--- src/rtl/spi_regbank_pkg.sv ---
package spi_regbank_pkg;
  typedef enum logic {PH_INSTR = 1'b0, PH_DATA = 1'b1} phase_e;
  localparam int unsigned CTRL_BIT_LSB  = 6;
  localparam int unsigned CTRL_BIT_RDEN = 7;
endpackage

--- src/rtl/spi_edge_det.sv ---
module spi_edge_det (
  input  logic clk,
  input  logic rst_n,
  input  logic din,
  output logic rise,
  output logic fall
);
  logic din_q;

  always_ff @(posedge clk or negedge rst_n) begin
    if (!rst_n) din_q <= 1'b0;
    else        din_q <= din;
  end

  assign rise = din & ~din_q;
  assign fall = ~din & din_q;
endmodule

--- src/rtl/spi_addr_step.sv ---
module spi_addr_step #(
  parameter int unsigned AW = 7
) (
  input  logic [AW-1:0] addr_i,
  input  logic          up_i,
  output logic [AW-1:0] addr_o
);
  localparam logic [AW-1:0] TOP = {AW{1'b1}};

  // saturating step: up toward all-ones, down toward zero
  function automatic logic [AW-1:0] step(input logic [AW-1:0] a, input logic up);
    if (up) return (a == TOP) ? a : a + AW'(1);
    else    return (a == '0)  ? a : a - AW'(1);
  endfunction

  assign addr_o = step(addr_i, up_i);
endmodule

--- src/rtl/spi_reg_file.sv ---
module spi_reg_file #(
  parameter int unsigned AW = 7,
  parameter int unsigned DW = 8
) (
  input  logic          clk,
  input  logic          rst_n,
  input  logic          we,
  input  logic [AW-1:0] waddr,
  input  logic [DW-1:0] wdata,
  input  logic [AW-1:0] raddr,
  output logic [DW-1:0] rdata,
  output logic [DW-1:0] ctrl
);
  localparam int unsigned NREG = 2 ** AW;

  logic [DW-1:0] mem [NREG];

  for (genvar g = 0; g < NREG; g++) begin : g_reg
    logic [DW-1:0] q;
    always_ff @(posedge clk or negedge rst_n) begin
      if (!rst_n)                       q <= '0;
      else if (we && waddr == AW'(g))   q <= wdata;
    end
    assign mem[g] = q;
  end

  assign rdata = mem[raddr];
  assign ctrl  = mem[0];
endmodule

--- src/rtl/spi_regbank.sv ---
module spi_regbank
  import spi_regbank_pkg::*;
#(
  parameter int unsigned DW = 8
) (
  input  logic clk,
  input  logic rst_n,
  input  logic sclk,
  input  logic cs_n,
  input  logic sdi,
  output logic sdo,
  output logic sdo_oe
);
  localparam int unsigned AW = DW - 1;
  localparam int unsigned CW = $clog2(DW);

  logic          sclk_rise, sclk_fall;
  phase_e        phase;
  logic [CW-1:0] bit_cnt;
  logic [DW-1:0] shreg, byte_in, rd_data, ctrl;
  logic          rd_mode, lsb_q;
  logic [AW-1:0] addr, addr_next;
  logic [CW-1:0] out_idx;

  // named events for the checker
  logic sample, byte_done, wr_en, in_data, rden;

  spi_edge_det u_edge (
    .clk(clk), .rst_n(rst_n), .din(sclk), .rise(sclk_rise), .fall(sclk_fall)
  );

  spi_addr_step #(.AW(AW)) u_step (
    .addr_i(addr), .up_i(lsb_q), .addr_o(addr_next)
  );

  spi_reg_file #(.AW(AW), .DW(DW)) u_regs (
    .clk(clk), .rst_n(rst_n), .we(wr_en), .waddr(addr), .wdata(byte_in),
    .raddr(addr), .rdata(rd_data), .ctrl(ctrl)
  );

  assign in_data   = (phase == PH_DATA);
  assign rden      = ctrl[CTRL_BIT_RDEN];
  assign sample    = sclk_rise & ~cs_n;
  assign byte_in   = lsb_q ? {sdi, shreg[DW-1:1]} : {shreg[DW-2:0], sdi};
  assign byte_done = sample && (bit_cnt == CW'(DW-1));
  assign wr_en     = byte_done && in_data && !rd_mode;
  assign out_idx   = lsb_q ? bit_cnt : CW'(DW-1) - bit_cnt;

  always_ff @(posedge clk or negedge rst_n) begin
    if (!rst_n) begin
      phase   <= PH_INSTR;
      bit_cnt <= '0;
      shreg   <= '0;
      rd_mode <= 1'b0;
      addr    <= '0;
      lsb_q   <= 1'b0;
    end else if (cs_n) begin
      phase   <= PH_INSTR;
      bit_cnt <= '0;
      lsb_q   <= ctrl[CTRL_BIT_LSB];   // order frozen for the next transaction
    end else if (sample) begin
      shreg   <= byte_in;
      bit_cnt <= byte_done ? '0 : bit_cnt + CW'(1);
      if (byte_done) begin
        if (!in_data) begin
          rd_mode <= byte_in[DW-1];
          addr    <= byte_in[AW-1:0];
          phase   <= PH_DATA;
        end else begin
          addr    <= addr_next;
        end
      end
    end
  end

  always_ff @(posedge clk or negedge rst_n) begin
    if (!rst_n)                               sdo <= 1'b0;
    else if (cs_n)                            sdo <= 1'b0;
    else if (sclk_fall && in_data && rd_mode) sdo <= rd_data[out_idx];
  end

  assign sdo_oe = ~cs_n & in_data & rd_mode & rden;
endmodule

--- config.mk ---
export PLATFORM = sky130hd
export DESIGN_NAME = spi_regbank
export DESIGN_NICKNAME = d
export VERILOG_FILES = /design/src/rtl/spi_regbank_pkg.sv /design/src/rtl/spi_edge_det.sv /design/src/rtl/spi_addr_step.sv /design/src/rtl/spi_reg_file.sv /design/src/rtl/spi_regbank.sv
export SDC_FILE = /design/constraint.sdc
export NUM_CORES = 2
export LEC_CHECK = 0
export ABC_AREA = 1
export ABC_CLOCK_PERIOD_IN_PS = 3100
export BUFFER_PORTS_ARGS = -buffer_cell sky130_fd_sc_hd__buf_2
export CAP_MARGIN = 20
export CORE_MARGIN = 2
export CORE_UTILIZATION = 31
export CTS_CLUSTER_SIZE = 14
export DETAILED_ROUTE_END_ITERATION = 7
export HOLD_SLACK_MARGIN = 0.08
export PLACE_DENSITY = 0.55
export SYNTH_ARGS = -nofsm -noshare
export SYNTH_HDL_FRONTEND = slang
export SYNTH_SLANG_ARGS = --single-unit
export TNS_END_PERCENT = 50
--- constraint.sdc ---
create_clock -name clk -period 3.1 [get_ports clk]
set_input_delay 0.31 -clock clk [delete_from_list [all_inputs] [get_ports clk]]
set_output_delay 0.31 -clock clk [all_outputs]
set_load 0.02 [all_outputs]
==> summary.md <==
| Metric | Value |
|---|---|
| Status | completed |
| Count leader, synth | nand2_1 |
| Pin count of the biggest net entering global routing | 118 |
| Non-filler cells, final | 8389 |
| Post-Syn Instances | 6374 |
| PD cells | ~540 nW/um^2 |
| Slew headroom | slightly above 40% |
| Die height | 401 um |
| Design Power | 30.4 mW |
| Combinational Power Share | between 9 and 10% |
| CTS tree | done |
| Final WL | 155000 um |
| Max-Cap Viols | 0 |
| Count of final hold-check violations | 0 |
| R2R Path Start | addr[2]$_DFFE_PN0P_ |
| Ys async rst share | 100% |
| Initial core utilization | 31.2% |
| Final WS setup | roughly 160 ps |
| Arrival @ worst endpoint | 3580 ps |
| Synth Area in Compound Gates | 15.8% |
| Critical path type | register to register |
| Congestion Overflow GR | 0 |
| Setup repair bufs after CTS | 0 |
| Final Max Tran Viols | 0 |
| Clk_lat worst skew | 760 ps |
| Net Sw Frac | 27.2% |
| Yosys warns | 0 |
| Vias in the first global route | 39700 |
| Pre-CTS setup slack | 126 ps |
| Gp weighted congestion | 0.890 |
| Simple-Gate Fraction of Synth Area | about a quarter |
| Final setup violation count | 0 |
| Netlist cell types | 29 |
| H-tree depth | 3 |
| Avg WL per Cell | 18.4 um |
| Share of layout cells above drive strength 1 | 7.01% |
| Area leader, netlist | dfrtp_1 |
| Leak | 25.6 nW |
| Global-route wire length before repair | 244000 um |
| Placed cell area | approximately 52000 sq um |
| Syn Nets | around 6400 |
| Worst Reg2Reg Path Length in Cells | 7 |
| CTS Sinks | 1047 |
| Synth Area in Adders | 0.180% |
| Crit Path Max Fanout | 30 |
| HP Class | primary input to asynchronous set/reset pin |
| RSZ-0062 raised after global routing | false |
| R2r setup slk | 160 ps |
| Peak supply drop | 0.522 mV |
| Post-synth EDFFs | 0 |
| Highest Clock Rate | roughly 340 MHz |
| Synth Area per Inst | 7.65 sq um |
| Top-area cell type share of the netlist area | 53.7% |
| Crit end category | register |
| Clk root buf | clkbuf_16 |
| Internal power | 22.1 mW |
| Total GRT Usage | a little under a fifth |
| DRT iter0 DRCs | 4027 |
| Synth-to-Final Area Change | 14.5% |
| Fin nets | ~6300 |
| Clock power share | 45.0% |
| Final setup TNS | 0 ps |
| Vias | 41700 |
| Drt pass-1 iters | 5 |
| Main combinational cell family by area after synthesis | simple AND/OR/NAND/NOR gates |
| List of most frequent post-synthesis cells | nand2_1, o21ai_0, dfrtp_1, nor2_1, clkbuf_1 |
| FP Rows | approximately 150 |
| Synth Register Bits | 1047 |
| Final min period | 2940 ps |
| CTS buffer count | roughly 110 |
| Die Wd | 401 um |
| # IOs | 7 |
| Startpoint types | register |
| Routed Antenna Nets | 0 |
| Vias per cell | around 5.0 |
| Total die area | roughly 160000 sq um |
| Worst Path Required | 3740 ps |
| Placed insts | 8179 |
| Seq/Total Area, Yosys | 53.7% |
| Post-synthesis mux area share | 0.0616% |
| DP Wirelength | 94500 um |
| Initial antenna violation count | 2 |
| Max clock buf depth | 3 |
| Top_reg_cell synth | dfrtp_1 |
| Switching pwr | 8.26 mW |
| Reg-to-reg endpoint | u_regs.g_reg[110].q[3]$_DFFE_PN0P_ |
| Reg clk slew, reported paths | 60 ps |
| Final instance area | 55800 sq um |
| Worst Tran Pin Value | 873 ps |
| Mapped cell area | 48700 sq um |
| PortBufs | 6 |
| Flop pwr share | 45.2% |
| Post-synthesis xor/xnor area fraction | 0.0898% |
| Post-Route Skew | 34.9 ps |
| Final period util | 94.7% |
| Ranking of synthesized cells by area | dfrtp_1, nand2_1, o21ai_0 |
| Core Area | approximately 160000 sq um |
| Residual DRC | 0 |
-- what timing repair did --
action / in CTS / in global routing
hold buffers: 3 / 0
gates resized for setup: 0 / 1
endpoints found under the hold margin: 369 / 0
setup endpoints to repair: 0 / 24
-- stage by stage --
step                      util, %  hold slack, ps
final                        35.7             145
after CTS                    35.7             114
after global routing         35.7             154
after floorplan                 -            14.4
after global placement       33.3             317
after detailed placement     33.3             313
-- routing by layer --
metal / share of wire (%) / vias to the layer above / global-route usage [%]
li1: - / 20200 / -
met1: 46 / 20200 / 27.3
met2: 45 / 1094 / 29.9
met3: 5.9 / 209 / 2.65
met4: 2.8 / 0 / 6.11
met5: 0 / - / 0
-- power by group through the flow --
stage / registers, mW / logic (mW) / clock network (mW)
2_1_floorplan: 14.0 / 1.40 / 0
3_3_place_gp: 14.0 / 3.00 / 0
3_5_place_dp: 14.0 / 2.99 / 0
4_1_cts: 13.7 / 3.00 / 13.9
5_1_grt: 13.7 / 3.24 / 14.5
6_report: 13.7 / 2.98 / 13.6
-- cell type report --
class / count / area (sq um)
antenna: 1 / 2.50
clock buffer: 166 / 3400
clock inverter: 40 / 364
fill: 16300 / 100000
inverter: 191 / 734
multi-input combinational: 4664 / 20000
sequential: 1047 / 26200
tap: 2058 / 2570
timing repair buffer: 222 / 2560
-- cell usage in the layout, fill, tap and decap left out, types with 24 or more instances in the layout --
cell type,instances
inv_1,184
o21ai_0,1466
nand4_1,47
nand2_1,2221
o22ai_1,34
buf_12,71
buf_4,142
clkbuf_16,113
nand3_1,101
nor2_1,732
dfrtp_1,1045
clkbuf_8,37
clkinv_2,24
-- cell families after synthesis --
logic type | after synthesis
AO/OA/AOI/OAI | 1528
XOR/XNOR | 5
adder cells (fa/ha/maj) | 7
buffers and inverters | 663
flip-flops | 1047
multiplexers | 3
AND/OR/NAND/NOR | 3121
-- worst max-delay path by stage --
| stage | startpoint | endpoint | slack [ps] | cells past startpoint |
|---|---|---|---|---|
| final | addr[2]$_DFFE_PN0P_ | u_regs.g_reg[110].q[3]$_DFFE_PN0P_ | 160 | 7 |
| after global placement | sclk | u_regs.g_reg[97].q[4]$_DFFE_PN0P_ | 190 | 12 |
| after detailed placement | sclk | u_regs.g_reg[49].q[1]$_DFFE_PN0P_ | 130 | 12 |
| after global routing | addr[1]$_DFFE_PN0P_ | sdo$_DFFE_PN0P_ | 30 | 17 |
| after CTS | addr[1]$_DFFE_PN0P_ | u_regs.g_reg[49].q[1]$_DFFE_PN0P_ | 100 | 8 |
| after floorplan | addr[0]$_DFFE_PN0P_ | u_regs.g_reg[74].q[6]$_DFFE_PN0P_ | 540 | 13 |
-- state kept, by name, indices dropped and copies added, names as in the netlist --
signal        flops
addr              7
bit_cnt           3
u_edge.din_q      1
shreg             8
u_regs.g.q     1016
sdo               1
rd_mode           1
lsb_q             1
u_regs.ctrl       8
in_data           1
-- worst max-delay path: stages, from the launching register on --
cell and delay, ps:
dfrtp_1 540, nand2_1 140, inv_2 450, buf_12 300, nand2_1 140, nor2_2 440
nand2_1 480, o21ai_0 320
Note: power is estimated with default switching activity, not from simulation.
